`src/rtl/ram_guard_pkg.sv`:
```
package ram_guard_pkg;
  typedef enum logic {ST_IDLE = 1'b0, ST_SWEEP = 1'b1} sweep_st_e;
  localparam logic SEL_PROT = 1'b0;
  localparam logic SEL_CTRL = 1'b1;
  localparam int CTRL_ERASE_BIT = 0;
  localparam int CTRL_VCLR_BIT  = 1;
endpackage

```
`src/rtl/prot_bank.sv`:
```
module prot_bank #(
  parameter int PAGES = 32
) (
  input  logic             clk_i,
  input  logic             rst_ni,
  input  logic             set_we_i,
  input  logic [PAGES-1:0] set_mask_i,
  output logic [PAGES-1:0] prot_o
);
  for (genvar p = 0; p < PAGES; p++) begin : g_page
    logic bit_q;
    always_ff @(posedge clk_i or negedge rst_ni) begin
      if (!rst_ni) bit_q <= 1'b0;
      else if (set_we_i && set_mask_i[p]) bit_q <= 1'b1;
    end
    assign prot_o[p] = bit_q;
  end

  AST_PROT_SET_ONLY: assert property (@(posedge clk_i) disable iff (!rst_ni)
    (($past(prot_o) & ~prot_o) == '0));
endmodule

```
`src/rtl/page_check.sv`:
```
module page_check #(
  parameter int PAGES      = 32,
  parameter int PAGE_WORDS = 256,
  parameter int ADDR_W     = 13
) (
  input  logic              req_i,
  input  logic [ADDR_W-1:0] addr_i,
  input  logic [PAGES-1:0]  prot_i,
  input  logic              busy_i,
  output logic              allow_o,
  output logic              block_o
);
  localparam int OFF_W = $clog2(PAGE_WORDS);
  localparam int PG_W  = ADDR_W - OFF_W;

  logic [PG_W-1:0] page;
  logic            hit;
  logic            unused_off;

  assign page       = addr_i[ADDR_W-1:OFF_W];
  assign unused_off = ^addr_i[OFF_W-1:0];
  assign hit        = prot_i[page];
  assign allow_o    = req_i && !busy_i && !hit;
  assign block_o    = req_i && !busy_i && hit;
endmodule

```
`src/rtl/erase_seq.sv`:
```
module erase_seq
  import ram_guard_pkg::*;
#(
  parameter int WORDS  = 8192,
  parameter int ADDR_W = 13,
  parameter int DATA_W = 32
) (
  input  logic              clk_i,
  input  logic              rst_ni,
  input  logic              start_i,
  output logic              busy_o,
  output logic              done_o,
  output logic              mem_we_o,
  output logic [ADDR_W-1:0] mem_addr_o,
  output logic [DATA_W-1:0] mem_wdata_o
);
  localparam logic [ADDR_W-1:0] LAST = ADDR_W'(WORDS - 1);

  sweep_st_e         st_q;
  logic [ADDR_W-1:0] cnt_q;
  logic              at_last;

  assign busy_o  = (st_q == ST_SWEEP);
  assign at_last = (cnt_q == LAST);
  assign done_o  = busy_o && at_last;

  always_ff @(posedge clk_i or negedge rst_ni) begin
    if (!rst_ni) begin
      st_q  <= ST_IDLE;
      cnt_q <= '0;
    end else begin
      unique case (st_q)
        ST_IDLE: if (start_i) begin
          st_q  <= ST_SWEEP;
          cnt_q <= '0;
        end
        ST_SWEEP: begin
          cnt_q <= cnt_q + 1'b1;
          if (at_last) st_q <= ST_IDLE;
        end
        default: st_q <= ST_IDLE;
      endcase
    end
  end

  assign mem_we_o    = busy_o;
  assign mem_addr_o  = cnt_q;
  assign mem_wdata_o = '0;

  AST_SWEEP_FROM_ZERO: assert property (@(posedge clk_i) disable iff (!rst_ni)
    $rose(busy_o) |-> (mem_addr_o == '0));
  AST_ADDR_STEP: assert property (@(posedge clk_i) disable iff (!rst_ni)
    (busy_o && $past(busy_o)) |-> (mem_addr_o == $past(mem_addr_o) + 1'b1));
  AST_END_AT_LAST: assert property (@(posedge clk_i) disable iff (!rst_ni)
    $fell(busy_o) |-> ($past(mem_addr_o) == LAST));
endmodule

```
`src/rtl/ram_guard.sv`:
```
module ram_guard
  import ram_guard_pkg::*;
#(
  parameter int PAGES      = 32,
  parameter int PAGE_WORDS = 256,
  parameter int DATA_W     = 32,
  parameter int ADDR_W     = $clog2(PAGES * PAGE_WORDS)
) (
  input  logic              clk_i,
  input  logic              rst_ni,
  input  logic              reg_we_i,
  input  logic              reg_sel_i,
  input  logic [PAGES-1:0]  reg_wdata_i,
  input  logic              bus_req_i,
  input  logic [ADDR_W-1:0] bus_addr_i,
  input  logic              rst_erase_opt_i,
  input  logic              rdp_drop_i,
  output logic              bus_allow_o,
  output logic              viol_o,
  output logic [PAGES-1:0]  prot_o,
  output logic              erase_o,
  output logic              busy_o,
  output logic              mem_we_o,
  output logic [ADDR_W-1:0] mem_addr_o,
  output logic [DATA_W-1:0] mem_wdata_o
);
  localparam int WORDS = PAGES * PAGE_WORDS;
  localparam int OFF_W = $clog2(PAGE_WORDS);

  logic prot_we, sw_erase, vclr, block, start, done;
  logic boot_pend_q, erase_q, viol_q;

  assign prot_we  = reg_we_i && (reg_sel_i == SEL_PROT);
  assign sw_erase = reg_we_i && (reg_sel_i == SEL_CTRL) && reg_wdata_i[CTRL_ERASE_BIT];
  assign vclr     = reg_we_i && (reg_sel_i == SEL_CTRL) && reg_wdata_i[CTRL_VCLR_BIT];

  prot_bank #(.PAGES(PAGES)) u_prot (
    .clk_i     (clk_i),
    .rst_ni    (rst_ni),
    .set_we_i  (prot_we),
    .set_mask_i(reg_wdata_i),
    .prot_o    (prot_o)
  );

  page_check #(.PAGES(PAGES), .PAGE_WORDS(PAGE_WORDS), .ADDR_W(ADDR_W)) u_chk (
    .req_i  (bus_req_i),
    .addr_i (bus_addr_i),
    .prot_i (prot_o),
    .busy_i (busy_o),
    .allow_o(bus_allow_o),
    .block_o(block)
  );

  // boot erase: one-shot look at the option bit on the first edge after reset
  always_ff @(posedge clk_i or negedge rst_ni) begin
    if (!rst_ni) boot_pend_q <= 1'b1;
    else         boot_pend_q <= 1'b0;
  end

  assign start = sw_erase || rdp_drop_i || (boot_pend_q && rst_erase_opt_i);

  erase_seq #(.WORDS(WORDS), .ADDR_W(ADDR_W), .DATA_W(DATA_W)) u_seq (
    .clk_i      (clk_i),
    .rst_ni     (rst_ni),
    .start_i    (start),
    .busy_o     (busy_o),
    .done_o     (done),
    .mem_we_o   (mem_we_o),
    .mem_addr_o (mem_addr_o),
    .mem_wdata_o(mem_wdata_o)
  );

  // software erase bit: requests during a sweep are absorbed by it
  always_ff @(posedge clk_i or negedge rst_ni) begin
    if (!rst_ni)                  erase_q <= 1'b0;
    else if (done)                erase_q <= 1'b0;
    else if (sw_erase && !busy_o) erase_q <= 1'b1;
  end

  always_ff @(posedge clk_i or negedge rst_ni) begin
    if (!rst_ni)    viol_q <= 1'b0;
    else if (block) viol_q <= 1'b1;
    else if (vclr)  viol_q <= 1'b0;
  end

  assign erase_o = erase_q;
  assign viol_o  = viol_q;

  AST_NO_ALLOW_BUSY: assert property (@(posedge clk_i) disable iff (!rst_ni)
    busy_o |-> !bus_allow_o);
  AST_ALLOW_UNPROT: assert property (@(posedge clk_i) disable iff (!rst_ni)
    bus_allow_o |-> !prot_o[bus_addr_i[ADDR_W-1:OFF_W]]);
  AST_VIOL_SET: assert property (@(posedge clk_i) disable iff (!rst_ni)
    (bus_req_i && !bus_allow_o && !busy_o) |=> viol_o);
  AST_SW_START: assert property (@(posedge clk_i) disable iff (!rst_ni)
    (sw_erase && !busy_o) |=> (busy_o && erase_o));
  AST_ERASE_CLR: assert property (@(posedge clk_i) disable iff (!rst_ni)
    $fell(busy_o) |-> !erase_o);
  AST_BUSY_VIOL_HOLD: assert property (@(posedge clk_i) disable iff (!rst_ni)
    (busy_o && !viol_o) |=> !viol_o);
endmodule

```
`config.mk`:
```
export PLATFORM = sky130hd
export DESIGN_NAME = ram_guard
export DESIGN_NICKNAME = d
export VERILOG_FILES = /design/src/rtl/ram_guard_pkg.sv /design/src/rtl/prot_bank.sv /design/src/rtl/page_check.sv /design/src/rtl/erase_seq.sv /design/src/rtl/ram_guard.sv
export SDC_FILE = /design/constraint.sdc
export NUM_CORES = 1
export LEC_CHECK = 0
export BUFFER_PORTS_ARGS = -buffer_cell sky130_fd_sc_hd__buf_2
export CAP_MARGIN = 20
export CORE_UTILIZATION = 46
export DETAILED_ROUTE_END_ITERATION = 8
export PLACE_DENSITY = 0.78
export SLEW_MARGIN = 20
export SYNTH_ARGS = -nofsm -noshare
export SYNTH_HDL_FRONTEND = slang
export SYNTH_SLANG_ARGS = --single-unit
```
`constraint.sdc`:
```
create_clock -name clk_i -period 4.16 [get_ports clk_i]
set_input_delay 0.832 -clock clk_i [delete_from_list [all_inputs] [get_ports clk_i]]
set_output_delay 0.832 -clock clk_i [all_outputs]
set_load 0.02 [all_outputs]
```
==> flow_summary_export.csv, run 1 <==
group,metric,value,unit
clocking,clock-sinks,49,
critical_path,r2r_slack,2590,ps
critical_path,cp-end-kind,"primary output",
routing,wl_per_cell,13.22,µm
critical_path,worstPathRequired,3330,ps
synth,synthDominantCellAreaShare,0.4416,
placed_design,hpwl,3895,µm
synth,yosysSeqAreaShare,0.4512,
power_and_ir_drop,p_leak,1.301,nW
final_layout,regArea,1227,µm²
floorplan,fp.coreArea,5608,µm²
synth,synth_cell_types,37,
floorplan,die_h,78.90,µm
hold_path,worstHoldPathCells,1,
hold_path,min_to,"u_prot.g_page[2].bit_q$_DFFE_PN0P_",
routing,vias,1889,
critical_path,reg2reg_depth,3,
sta,slew-limit-headroom,0.4634,
floorplan,dieArea,6224,µm²
synth,synth.avg_cell_area,10.46,µm²
synth,yosys-top-cells-area,"dfrtp_1 44%, buf_4 18%, a21o_1 8.8%",
sta,fin_crit,3208,ps
synth,syn_inst,260,
power_and_ir_drop,vdd_drop_max,0.3468,mV
clocking,root_buffer,"clkbuf_8",
final_layout,final_nets,372,
final_layout,multi_input_area,1061,µm²
global_route,track_usage,0.1748,
critical_path,worstPathArrival,2380,ps
sta,setup_viol,0,
critical_path,rr_startpoint,"u_seq.busy_o$_DFF_PN0_",
sta,setup_tns,0,ps
floorplan,io_pins,134,
global_route,overflow,0,
routing,ant_nets,0,
synth,synth_area,2720,µm²
global_route,antenna_found_initial,0,
sta,grt_setup_unrepaired,"no",
synth,yosys.area.top_type,"dfrtp_1",
sta,worstMarginPinSlew,804.9,ps
placed_design,gp_congestion,0.8161,
critical_path,path_max_fanout,16,
clocking,clock_latency,300,ps
clocking,path_clk_slew,80,ps
synth,yosys_register_bits,49,
routing,drt_iter0_drc,48,
sta,slew_viol_final,0,
routing,dr.pass1.iters,4,
floorplan,chipWidth,78.90,µm
synth,yosysWarnings,0,
sta,timing.final.crit_share,0.7711,
floorplan,rows,27,
floorplan,initial_core_util,0.4851,
clocking,h-tree-depth,2,
global_route,grt_pass1_vias,1780,
clocking,cts_resized,0,
final_layout,fill_cells,525,
hold_path,hp-start,"u_prot.g_page[2].bit_q$_DFFE_PN0P_",
critical_path,crit_path_start_kind,"input pin",
outcome,status,"finished clean",
clocking,post_cts_buffers,0,
clocking,cts-buffers-inserted,5,
routing,drcViolationCount,0,
critical_path,worst-setup-path-type,"in2out",
job,cap_violations,0,
sta,max_freq,0.3117,GHz
sta,hold_violations,0,
hold_path,hold_path_class,"reg2reg",
routing,wl,5157,µm
global_route,grt_max_degree,50,
final_layout,utilization,0.5228,
final_layout,insertedDiodeCount,0,
final_layout,area_growth,7.774,%
critical_path,rr_endpoint,"u_seq.mem_addr_o[11]$_DFFE_PN0P_",
final_layout,drive_gt1_frac,0.3396,
clocking,clk_path_buf_depth,2,
sta,fin_skew,3.166,ps
clocking,tritoncts,"done",
routing,avgViaCountPerCell,4.844,
power_and_ir_drop,powerDensity,404.3,nW/µm²
placed_design,port_buffers,93,
clocking,ctsHoldBuffers,0,
global_route,grt_pass1_wl,8355,µm
-- cells in the mapped netlist --
master,number
a2111oi_4,1
a211oi_1,1
a21o_1,32
a21oi_1,3
a22o_1,1
a22oi_1,4
a31oi_1,2
a32o_1,1
and2_2,1
and2b_2,2
and3_1,5
and3_2,1
buf_12,1
buf_2,1
buf_4,66
buf_6,1
clkbuf_1,5
conb_1,1
dfrtp_1,48
dfstp_2,1
ha_1,1
inv_1,1
mux2i_1,16
nand2_1,17
nand2b_1,1
nand3_1,13
nand4_1,2
nor2_1,4
nor2b_1,1
nor3b_1,1
o21ai_0,11
o21ai_1,2
o2bb2ai_1,1
o41ai_1,1
or2b_2,1
xnor2_1,3
xor2_1,6
-- worst max-delay path by stage --
stage / start / end / depth (start not counted)
finish: bus_addr_i[9] / bus_allow_o / 7
detailed placement: bus_addr_i[9] / bus_allow_o / 7
global route: bus_addr_i[9] / bus_allow_o / 7
global placement: bus_addr_i[9] / bus_allow_o / 7
floorplan: bus_addr_i[9] / bus_allow_o / 7
CTS: bus_addr_i[9] / bus_allow_o / 7
-- state kept, by name, indices dropped and copies added (netlist names) --
register	flops
u_seq.busy_o	1
u_seq.mem_addr_o	13
boot_pend_q	1
u_prot.g_page.bit_q	32
viol_o	1
erase_o	1
-- kinds of logic after synthesis --
logic type	after synthesis	synth area share
compound gates	60	0.1596
xor+xnor	9	0.02898
fa+ha+maj	1	0.004599
buf+inv	75	0.2038
flops	49	0.4512
mux	16	0.05888
other cells	1	0.001379
simple gates	49	0.09154
-- per-layer routing --
metal	vias to the layer above	global-route usage	part of all wire
met5	-	0	0
met4	0	0.05455	0.012
met3	7	0.05747	0.083
met2	77	0.2852	0.47
met1	896	0.2196	0.44
li1	909	-	-
-- worst max-delay path: stages --
cell,delay [ps]
buf_2,410
mux2i_1,330
nand2_1,90
nand3_1,80
nand4_1,160
nor3b_1,260
buf_2,200
-- area by class of cell --
class | count | area share
clock buffer | 5 | 0.02347
clock inverter | 1 | 0.001707
multi-input combinational | 168 | 0.3619
timing repair buffer | 94 | 0.1622
tap | 72 | 0.03073
sequential | 49 | 0.4187
inverter | 1 | 0.001280
-- per-stage QoR --
step	area (µm²)	total power [W]	cells	worst slack [ps]	hold WS, ps
floorplan	2840	0.0008454	292	1254	449.6
global placement	2855	0.0009344	384	942.0	454.3
detailed placement	2855	0.0009408	384	967.4	466.5
CTS	2929	0.001195	390	959.4	485.4
global route	2932	0.001264	390	853.1	498.6
finish	2932	0.001185	390	952.1	480.1
-- report_power, final --
group	switching, W	internal, W	total (W)
Combinational	0.000195	0.000117	0.000313
Sequential	0.0000837	0.000536	0.000619
Clock	0.000142	0.000111	0.000253
Total	0.000421	0.000764	0.00119
-- layout by cell type (no fill, tap or decap), types with 2 or more instances in the layout --
cell type,n
nand3_1,13
o21ai_0,11
nand2_1,17
a22oi_1,4
buf_4,2
dfrtp_1,48
a21o_1,32
mux2i_1,16
a21oi_1,3
o21ai_1,2
and2b_2,2
and3_1,5
clkbuf_8,5
a31oi_1,2
nand4_1,2
conb_1,33
xnor2_1,3
buf_2,92
nor2_1,4
xor2_1,6
No activity file was read; power rests on OpenSTA's default activity.
==> run 2, diff against run 1 <==
CORE_UTILIZATION = 42   (was 46)
PLACE_DENSITY = 0.75   (was 0.78)
clock period = 2.9 ns   (was 4.16 ns; I/O delays follow)
==> flow_summary_export.csv, run 2 (synthesis gave the netlist of run 1 again) <==
group,metric,value,unit
floorplan,chipWidth,82.48,µm
power_and_ir_drop,seqPwrFrac,0.514,
sta,slew-limit-headroom,0.4529,
job,cap_violations,0,
placed_design,port_buffers,93,
routing,avgViaCountPerCell,4.907,
final_layout,utilization,0.4871,
global_route,grt_pass1_vias,1777,
clocking,cts-buffers-inserted,5,
global_route,antenna_found_initial,0,
critical_path,rr_endpoint,"u_seq.mem_addr_o[11]$_DFFE_PN0P_",
routing,drcViolationCount,0,
routing,vias,1948,
floorplan,io_pins,134,
clocking,post_cts_buffers,0,
routing,wl,5523,µm
final_layout,regArea,1227,µm²
power_and_ir_drop,clkPwrFrac,0.222,
final_layout,regMostFlops,"u_prot.g_page.bit_q",
critical_path,worstPathRequired,2320,ps
clocking,ctsHoldBuffers,0,
power_and_ir_drop,switching_share,0.3605,
final_layout,final_common_cell,"buf_2",
sta,timing.final.crit_share,0.8819,
floorplan,fp.coreArea,6096,µm²
sta,fin_crit,2557,ps
floorplan,die_h,82.48,µm
final_layout,largest_register_ffs,32,
sta,setup_viol,0,
critical_path,path_max_fanout,11,
critical_path,r2r_slack,1290,ps
placed_design,hpwl,4362,µm
routing,drt_iter0_drc,76,
floorplan,dieArea,6802,µm²
clocking,clock-sinks,49,
global_route,grt_pass1_wl,8535,µm
power_and_ir_drop,intPower,0.001108,W
final_layout,fill_cells,624,
power_and_ir_drop,vdd_drop_max,0.4939,mV
sta,grt_setup_unrepaired,"no",
placed_design,dp_cells,389,
final_layout,final_nets,374,
sta,slew_viol_final,0,
outcome,status,"finished clean",
clocking,tritoncts,"done",
sta,fin_skew,6.316,ps
critical_path,reg2reg_depth,3,
clocking,clock_latency,290,ps
critical_path,worstPathArrival,1980,ps
final_layout,area_growth,9.154,%
critical_path,worst-setup-path-type,"in2out",
power_and_ir_drop,powerDensity,583.7,nW/µm²
routing,wl_per_cell,13.91,µm
floorplan,initial_core_util,0.4462,
global_route,grt_max_degree,27,
critical_path,cp-end-kind,"primary output",
clocking,h-tree-depth,2,
sta,max_freq,0.3910,GHz
global_route,overflow,0,
clocking,clk_path_buf_depth,2,
power_and_ir_drop,switching_power,0.0006248,W
hold_path,hold_path_class,"in2async",
critical_path,rr_startpoint,"u_seq.busy_o$_DFF_PN0_",
critical_path,crit_start,"bus_addr_i[9]",
power_and_ir_drop,p_leak,1.319,nW
sta,fin_hold_ws,240.8,ps
sta,setup_tns,0,ps
final_layout,insertedDiodeCount,0,
final_layout,final_cell_mix,"93 x buf_2, 48 x dfrtp_1, 33 x conb_1",
clocking,root_buffer,"clkbuf_8",
placed_design,gp_congestion,0.7862,
routing,ant_nets,0,
critical_path,crit_path_start_kind,"input pin",
routing,dr.pass1.iters,4,
sta,hold_violations,0,
clocking,path_clk_slew,90,ps
floorplan,rows,28,
final_layout,multi_input_area,1061,µm²
critical_path,endpoint,"bus_allow_o",
power_and_ir_drop,combPwrFrac,0.264,
final_layout,drive_gt1_frac,0.3447,
sta,worstMarginPinSlew,820.6,ps
global_route,track_usage,0.1705,
final_layout,fin_cells,397,
clocking,cts_resized,0,
==> run 2: worst min path at each step <==
stage                     slack, ps  cells after the start                                  end                                 from
after global routing            270                      1   u_prot.g_page[9].bit_q$_DFFE_PN0P_                               rst_ni
final                           240                      1  u_prot.g_page[11].bit_q$_DFFE_PN0P_                               rst_ni
after CTS                       250                      1   u_prot.g_page[9].bit_q$_DFFE_PN0P_                               rst_ni
after global placement          460                      1  u_prot.g_page[24].bit_q$_DFFE_PN0P_  u_prot.g_page[24].bit_q$_DFFE_PN0P_
after floorplan                 280                      0                  erase_o$_DFFE_PN0P_                               rst_ni
after detailed placement        460                      1  u_prot.g_page[16].bit_q$_DFFE_PN0P_  u_prot.g_page[16].bit_q$_DFFE_PN0P_
==> run 2: final cells by class <==
cell class	instances	area share
repair buffers	96	0.1686
flip-flops and latches	49	0.4134
multi-input cells	168	0.3574
well taps	75	0.03161
clock buffers	6	0.02444
clock inverters	2	0.003371
inverters	1	0.001264
==> run 2: layer usage <==
layer | wire length [µm] | vias up | share of wire | global-route usage
met1 | 2310 | 947 | 0.42 | 0.1985
met2 | 2796 | 82 | 0.51 | 0.3041
met3 | 415 | 0 | 0.075 | 0.04505
met5 | 0 | - | 0 | 0
met4 | 0 | 0 | 0 | 0.05263
li1 | - | 919 | - | -
==> run 2: critical path: stages <==
cell,delay (ps)
buf_2,210
buf_12,180
mux2i_1,240
a21oi_1,100
nand3_1,90
nand4_1,160
nor3b_1,220
buf_2,190
==> run 2: power by group through the flow <==
stage               registers [W]  clock network, W  logic (W)
finish                   0.000891          0.000384   0.000458
global route             0.000912          0.000435   0.000502
CTS                      0.000891          0.000401   0.000463
detailed placement       0.000902                 0   0.000463
global placement         0.000896                 0   0.000448
floorplan                0.000983                 0   0.000230
==> run 2: metrics by stage <==
stage | worst slack, ps | cell area [µm²] | total power (W)
after global placement | 327.8 | 2887 | 0.001344
after floorplan | 498.0 | 2840 | 0.001213
after detailed placement | 321.8 | 2887 | 0.001365
after CTS | 310.9 | 2969 | 0.001755
after global routing | 149.2 | 2969 | 0.001849
final | 342.6 | 2969 | 0.001733
